<file path="config.mk">
export PLATFORM = sky130hd
export DESIGN_NAME = keytrack_top
export DESIGN_NICKNAME = d
export VERILOG_FILES = /design/src/rtl/keytrack_pkg.sv /design/src/rtl/keytrack_prefix.sv /design/src/rtl/keytrack_mods.sv /design/src/rtl/keytrack_xlate.sv /design/src/rtl/keytrack_top.sv
export SDC_FILE = /design/constraint.sdc
export NUM_CORES = 1
export LEC_CHECK = 0
export ABC_AREA = 1
export BUFFER_PORTS_ARGS = -buffer_cell sky130_fd_sc_hd__clkbuf_2
export CORE_AREA = 2 2 50 71
export CTS_CLUSTER_DIAMETER = 60
export CTS_CLUSTER_SIZE = 40
export DETAILED_ROUTE_END_ITERATION = 8
export DIE_AREA = 0 0 52 73
export PLACE_DENSITY = 0.86
export SETUP_SLACK_MARGIN = 0.1
export SLEW_MARGIN = 20
export SYNTH_ARGS = -nofsm -noshare
export SYNTH_HDL_FRONTEND = slang
export SYNTH_SLANG_ARGS = --single-unit
</file>
<file path="constraint.sdc">
create_clock -name clk_i -period 4.6 [get_ports clk_i]
set_clock_uncertainty 0.05 [all_clocks]
set_input_delay 0.92 -clock clk_i [delete_from_list [all_inputs] [get_ports clk_i]]
set_output_delay 0.92 -clock clk_i [all_outputs]
set_load 0.03 [all_outputs]
</file>
<file path="src/rtl/keytrack_pkg.sv">
package keytrack_pkg;
  localparam int unsigned CODE_W = 8;
  typedef logic [CODE_W-1:0] code_t;

  typedef struct packed {
    logic  hit;
    logic  alpha;
    code_t base;
    code_t shifted;
  } key_ent_t;

  function automatic code_t letter_of(code_t sc);
    code_t l;
    case (sc)
      8'h1C: l = 8'h61;  8'h32: l = 8'h62;  8'h21: l = 8'h63;  8'h23: l = 8'h64;
      8'h24: l = 8'h65;  8'h2B: l = 8'h66;  8'h34: l = 8'h67;  8'h33: l = 8'h68;
      8'h43: l = 8'h69;  8'h3B: l = 8'h6A;  8'h42: l = 8'h6B;  8'h4B: l = 8'h6C;
      8'h3A: l = 8'h6D;  8'h31: l = 8'h6E;  8'h44: l = 8'h6F;  8'h4D: l = 8'h70;
      8'h15: l = 8'h71;  8'h2D: l = 8'h72;  8'h1B: l = 8'h73;  8'h2C: l = 8'h74;
      8'h3C: l = 8'h75;  8'h2A: l = 8'h76;  8'h1D: l = 8'h77;  8'h22: l = 8'h78;
      8'h35: l = 8'h79;  8'h1A: l = 8'h7A;
      default: l = '0;
    endcase
    return l;
  endfunction

  function automatic key_ent_t key_lookup(code_t sc);
    key_ent_t e;
    code_t    l;
    e = '0;
    e.hit = 1'b1;
    l = letter_of(sc);
    if (l != '0) begin
      e.alpha   = 1'b1;
      e.base    = l;
      e.shifted = l - 8'h20;
    end else begin
      case (sc)
        8'h16: begin e.base = 8'h31; e.shifted = 8'h21; end
        8'h1E: begin e.base = 8'h32; e.shifted = 8'h40; end
        8'h26: begin e.base = 8'h33; e.shifted = 8'h23; end
        8'h25: begin e.base = 8'h34; e.shifted = 8'h24; end
        8'h2E: begin e.base = 8'h35; e.shifted = 8'h25; end
        8'h36: begin e.base = 8'h36; e.shifted = 8'h5E; end
        8'h3D: begin e.base = 8'h37; e.shifted = 8'h26; end
        8'h3E: begin e.base = 8'h38; e.shifted = 8'h2A; end
        8'h46: begin e.base = 8'h39; e.shifted = 8'h28; end
        8'h45: begin e.base = 8'h30; e.shifted = 8'h29; end
        8'h29: begin e.base = 8'h20; e.shifted = 8'h20; end
        8'h5A: begin e.base = 8'h0D; e.shifted = 8'h0D; end
        default: e.hit = 1'b0;
      endcase
    end
    return e;
  endfunction
endpackage

</file>
<file path="src/rtl/keytrack_prefix.sv">
module keytrack_prefix
  import keytrack_pkg::*;
#(
  parameter code_t REL_CODE = 8'hF0
) (
  input  logic  clk_i,
  input  logic  rst_ni,
  input  logic  valid_i,
  input  code_t code_i,
  output logic  rel_o
);
  logic rel_q;

  // each valid byte either re-arms or consumes the mark
  always_ff @(posedge clk_i or negedge rst_ni) begin
    if (!rst_ni)      rel_q <= 1'b0;
    else if (valid_i) rel_q <= (code_i == REL_CODE);
  end

  assign rel_o = rel_q;


  rel_once_chk: assert property (@(posedge clk_i) disable iff (!rst_ni)
    (valid_i && rel_q && code_i != REL_CODE) |=> !rel_q);

  rel_hold_chk: assert property (@(posedge clk_i) disable iff (!rst_ni)
    !valid_i |=> $stable(rel_q));
endmodule

</file>
<file path="src/rtl/keytrack_mods.sv">
module keytrack_mods
  import keytrack_pkg::*;
#(
  parameter code_t LSHIFT_CODE = 8'h12,
  parameter code_t RSHIFT_CODE = 8'h59,
  parameter code_t CTRL_CODE   = 8'h14
) (
  input  logic  clk_i,
  input  logic  rst_ni,
  input  logic  valid_i,
  input  code_t code_i,
  input  logic  rel_i,
  output logic  is_mod_o,
  output logic  shift_o,
  output logic  ctrl_o
);
  localparam int unsigned NUM_MOD = 3;
  localparam code_t MOD_CODE [NUM_MOD] = '{LSHIFT_CODE, RSHIFT_CODE, CTRL_CODE};

  logic [NUM_MOD-1:0] held_q;
  logic [NUM_MOD-1:0] match;

  for (genvar i = 0; i < NUM_MOD; i++) begin : g_mod
    assign match[i] = (code_i == MOD_CODE[i]);
    always_ff @(posedge clk_i or negedge rst_ni) begin
      if (!rst_ni)                  held_q[i] <= 1'b0;
      else if (valid_i && match[i]) held_q[i] <= !rel_i;
    end
  end

  assign is_mod_o = |match;
  assign shift_o  = held_q[0] | held_q[1];
  assign ctrl_o   = held_q[2];


  lshift_drop_chk: assert property (@(posedge clk_i) disable iff (!rst_ni)
    (valid_i && rel_i && code_i == LSHIFT_CODE && held_q[1]) |=> shift_o);

  rshift_set_chk: assert property (@(posedge clk_i) disable iff (!rst_ni)
    (valid_i && !rel_i && code_i == RSHIFT_CODE) |=> shift_o);
endmodule

</file>
<file path="src/rtl/keytrack_xlate.sv">
module keytrack_xlate
  import keytrack_pkg::*;
#(
  parameter bit CTRL_MAP_EN = 1'b1
) (
  input  code_t code_i,
  input  logic  shift_i,
  input  logic  ctrl_i,
  output logic  hit_o,
  output code_t ascii_o
);
  key_ent_t ent;
  code_t    plain;

  assign ent   = key_lookup(code_i);
  assign hit_o = ent.hit;
  assign plain = shift_i ? ent.shifted : ent.base;

  if (CTRL_MAP_EN) begin : g_ctrl
    // control codes come from the uppercase letter
    assign ascii_o = (ctrl_i && ent.alpha) ? (ent.shifted & 8'h1F) : plain;
  end else begin : g_noctrl
    logic unused_ctrl;
    assign unused_ctrl = ctrl_i ^ ent.alpha;
    assign ascii_o     = plain;
  end


  always_comb begin
    hit_zero_chk: assert (!hit_o || ascii_o != '0 || (ctrl_i && ent.alpha));
  end
endmodule

</file>
<file path="src/rtl/keytrack_top.sv">
module keytrack_top
  import keytrack_pkg::*;
#(
  parameter code_t REL_CODE    = 8'hF0,
  parameter code_t LSHIFT_CODE = 8'h12,
  parameter code_t RSHIFT_CODE = 8'h59,
  parameter code_t CTRL_CODE   = 8'h14,
  parameter bit    CTRL_MAP_EN = 1'b1
) (
  input  logic        clk_i,
  input  logic        rst_ni,
  input  logic        byte_valid_i,
  input  logic [7:0]  code_i,
  output logic [7:0]  key_o,
  output logic        update_o
);
  logic  rel_pend, is_mod, shift, ctrl, hit, load;
  code_t ascii, nxt, key_q;
  logic  upd_q;

  keytrack_prefix #(.REL_CODE(REL_CODE)) u_prefix (
    .clk_i(clk_i), .rst_ni(rst_ni), .valid_i(byte_valid_i),
    .code_i(code_i), .rel_o(rel_pend)
  );

  keytrack_mods #(
    .LSHIFT_CODE(LSHIFT_CODE), .RSHIFT_CODE(RSHIFT_CODE), .CTRL_CODE(CTRL_CODE)
  ) u_mods (
    .clk_i(clk_i), .rst_ni(rst_ni), .valid_i(byte_valid_i), .code_i(code_i),
    .rel_i(rel_pend), .is_mod_o(is_mod), .shift_o(shift), .ctrl_o(ctrl)
  );

  keytrack_xlate #(.CTRL_MAP_EN(CTRL_MAP_EN)) u_xlate (
    .code_i(code_i), .shift_i(shift), .ctrl_i(ctrl),
    .hit_o(hit), .ascii_o(ascii)
  );

  always_comb begin
    load = 1'b0;
    nxt  = key_q;
    if (byte_valid_i && code_i != REL_CODE && !is_mod) begin
      if (rel_pend) begin
        load = 1'b1;
        nxt  = '0;
      end else if (hit) begin
        load = 1'b1;
        nxt  = ascii;
      end
    end
  end

  always_ff @(posedge clk_i or negedge rst_ni) begin
    if (!rst_ni) begin
      key_q <= '0;
      upd_q <= 1'b0;
    end else begin
      key_q <= nxt;
      upd_q <= load && (nxt != key_q);
    end
  end

  assign key_o    = key_q;
  assign update_o = upd_q;


  upd_change_chk: assert property (@(posedge clk_i) disable iff (!rst_ni)
    update_o |-> key_o != $past(key_o));

  upd_pulse_chk: assert property (@(posedge clk_i) disable iff (!rst_ni)
    update_o |=> !update_o || $past(byte_valid_i));

  release_zero_chk: assert property (@(posedge clk_i) disable iff (!rst_ni)
    (byte_valid_i && rel_pend && !is_mod && code_i != REL_CODE) |=> key_o == '0);

  mod_quiet_chk: assert property (@(posedge clk_i) disable iff (!rst_ni)
    (byte_valid_i && is_mod) |=> $stable(key_o) && !update_o);

  unmapped_chk: assert property (@(posedge clk_i) disable iff (!rst_ni)
    (byte_valid_i && !rel_pend && !is_mod && !hit) |=> $stable(key_o) && !update_o);

  idle_chk: assert property (@(posedge clk_i) disable iff (!rst_ni)
    !byte_valid_i |=> $stable(key_o) && !update_o);
endmodule

</file>
==> results.yml <==
outcome:
  outcome: "completed"
grt:
  use_met3_pct: 2.25
  grt_pass1_vias: 2029
  grt_pass1_wl_um: 8630
  grtUsageTotal_pct: 29.4
  gr-total-overflow: 0
  grt_max_degree: 19
  met2_usage_pct: 57.0
  top_usage_layer: "met2"
  grt_antenna_before_repair: 0
  met1_usage_pct: 29.7
place:
  hpwl_um: 4170
  gp_congestion: 0.994
  numPortBuffers: 19
drt:
  vias_per_cell: 5.69
  firstDrtPassIters: 6
  initialDrtViolationCount: 93
  route.detailed.drc: 0
  ant_nets: 0
  drt-wirelength-per-cell_um: 13.4
  num_vias: 2174
  wl_um: 5140
yosys:
  syn_inst: 325
  ys_types: 32
  synth_top_cells_by_area: "nand2_1 (22%), dfrtp_1 (17%), nand3_1 (9.8%)"
  netlist.area_leader.share_pct: 22.3
  synth_area_um2: 1890
  synth.most_common_cell: "nand2_1"
  ys.warnings.count: 0
  yosysTopAreaCell: "nand2_1"
  netlist_top_cells_count: "nand2_1 (112), nand3_1 (37), inv_1 (32)"
  synth_ff_type: "dfrtp_1"
  synth_nets: 343
  ys_seq_elements: 13
  async_flop_share_pct: 100
  syn_avg_cell_area_um2: 5.80
  synth-edff-count: 0
  ys_seq_area_share_pct: 17.3
finish:
  n_fill_cell: 345
  seqCellArea_um2: 325
  multi_input_area_um2: 1370
  area_delta_synth_final_pct: 7.50
  fin_util_pct: 62.9
  drive_gt1_share_pct: 16.7
  diodes: 0
  fin_nets: 361
clock_tree:
  cts_resized: 0
  clock_latency_ns: 0.25
  cts_tree: "done"
  clk_pin_slew_ns: 0.06
  ctsHoldBuffers: 0
  cts.sinks: 13
  post-cts-setup-buffers: 0
  cts_root_buf: "clkbuf_8"
  htreeDepth: 1
  clock_path_buffers: 2
  numCtsBuffers: 3
sta:
  setup_viol: 0
  maxSlewViolCount: 0
  final-hold-violation-count: 0
  hold_ws_ns: 0.459
  worst_pin_slew_ns: 0.478
  setup_tns_ns: 0
  finalCritPeriodShare_pct: 73.7
  max_slew_margin_pct: 68.0
  grt_setup_unrepaired: "false"
  min_period_ns: 3.39
  fmax_mhz: 295
power:
  vdd_drop_max_mv: 0.199
  total_power_uw: 492
  pwr_density_cell_nw_per_um2: 243
  power_leakage_uw: 0.00114
critical_path:
  end_kind: "flop"
  rr_startpoint: "u_mods.held_q[1]"
  crit_fanout: 11
  worst_ep_arrival_time_ns: 3.47
  critPathRequiredTime_ns: 4.68
  startpoint_type: "primary input"
  critPathLaunch: "code_i[1]"
  critPathKind: "in2reg"
floorplan:
  start_util_pct: 58.5
  dieArea_um2: 3800
  die_h_um: 73
  rows: 25
  core-area_um2: 3220
  io_pins: 20
  dieWidth_um: 52
flow_run:
  max_cap_violations: 0
min_path:
  hold_start: "u_mods.held_q[1]"
  hold_path.class: "reg2reg"
[state kept, by name, summed over array words and instances, names as in the netlist]
| name | flops |
|---|---|
| u_mods.held_q | 2 |
| update_o | 1 |
| u_mods.ctrl_o | 1 |
| u_prefix.rel_o | 1 |
| key_o | 8 |
[where the power goes]
group	switching (µW)	internal (µW)	total, µW	leakage (µW)
Combinational	168	72.6	240	0.000947
Clock	43.3	59.9	103	0.0000255
Sequential	16.6	132	149	0.000170
[through the flow]
stage | setup WS (ns) | area, µm² | instances
detailed placement | 1.02 | 1980 | 378
CTS | 1.26 | 2030 | 382
global placement | 1.07 | 1980 | 378
floorplan | 1.65 | 1890 | 325
global route | 0.946 | 2030 | 382
finish | 1.21 | 2030 | 382
[cell type report]
class                   instances  area share, %
repair buffers                 19           4.69
clock inverters                 1          0.247
flip-flops and latches         13           16.0
clock buffers                   3           2.04
inverters                      37           7.10
multi-input cells             269           67.4
well taps                      40           2.47
[cells by family (layout without fill, tap and decap cells)]
kind of cell | after synthesis | in the layout | share of synthesized area (%)
DFF | 13 | 13 | 17.3
and+or+nand+nor | 220 | 220 | 54.5
buffers and inverters | 43 | 60 | 10.3
adders and majority gates | 7 | 7 | 4.64
AOI/OAI and AO/OA | 42 | 42 | 13.3
[path summary, 6_finish.rpt]
check / endpoint / depth (start not counted) / slack (ns)
worst max-delay path: update_o / 20 / 1.21
worst min-delay path: u_mods.held_q[1] / 2 / 0.46
worst max register to register: update_o / 12 / 2.53
worst min register to register: u_mods.held_q[1] / 2 / 0.46
max in group asynchronous: key_o[5] / 1 / 3.75
min in group asynchronous: key_o[3] / 1 / 0.50
[layer usage]
layer	up-vias	wire length, µm
met4	0	207
li1	1094	-
met1	960	1860
met3	29	235
met5	-	0
met2	91	2830
[cells in the final DEF, fill, tap and decap left out, types with 3 or more instances in the layout]
cell      Yosys  final
nor3_1        7      7
nand3_1      37     37
clkbuf_8      0      3
nor4_1        4      4
nand2_1     112    112
nand4_1       6      6
clkbuf_2      0     19
nor2_2        8      8
nor2_4        5      5
inv_1        32     32
a21oi_1      11     11
o21ai_0      14     14
inv_2         3      3
ha_1          7      7
dfrtp_1      13     13
o21bai_1      4      4
nand2_2       8      8
nor2_1       24     24
nand2_4       3      3
o21ai_1       4      4
[worst max-delay path: stages]
cell and delay [ns]:
clkbuf_2 0.13, inv_1 0.18, ha_1 0.30, nand2_2 0.15, nor2_1 0.29, a21oi_1 0.12, a21oi_1 0.21, nand2_1 0.17
nand2_4 0.14, nor2_4 0.08, nand2_4 0.12, nand2_2 0.06, nor2_2 0.09, nand2_1 0.07, nand2_1 0.08, nand2_1 0.05
nand2_1 0.06, nand3_1 0.07, nor2_1 0.10, nand3_1 0.07
No activity file was read; power rests on OpenSTA's default activity.
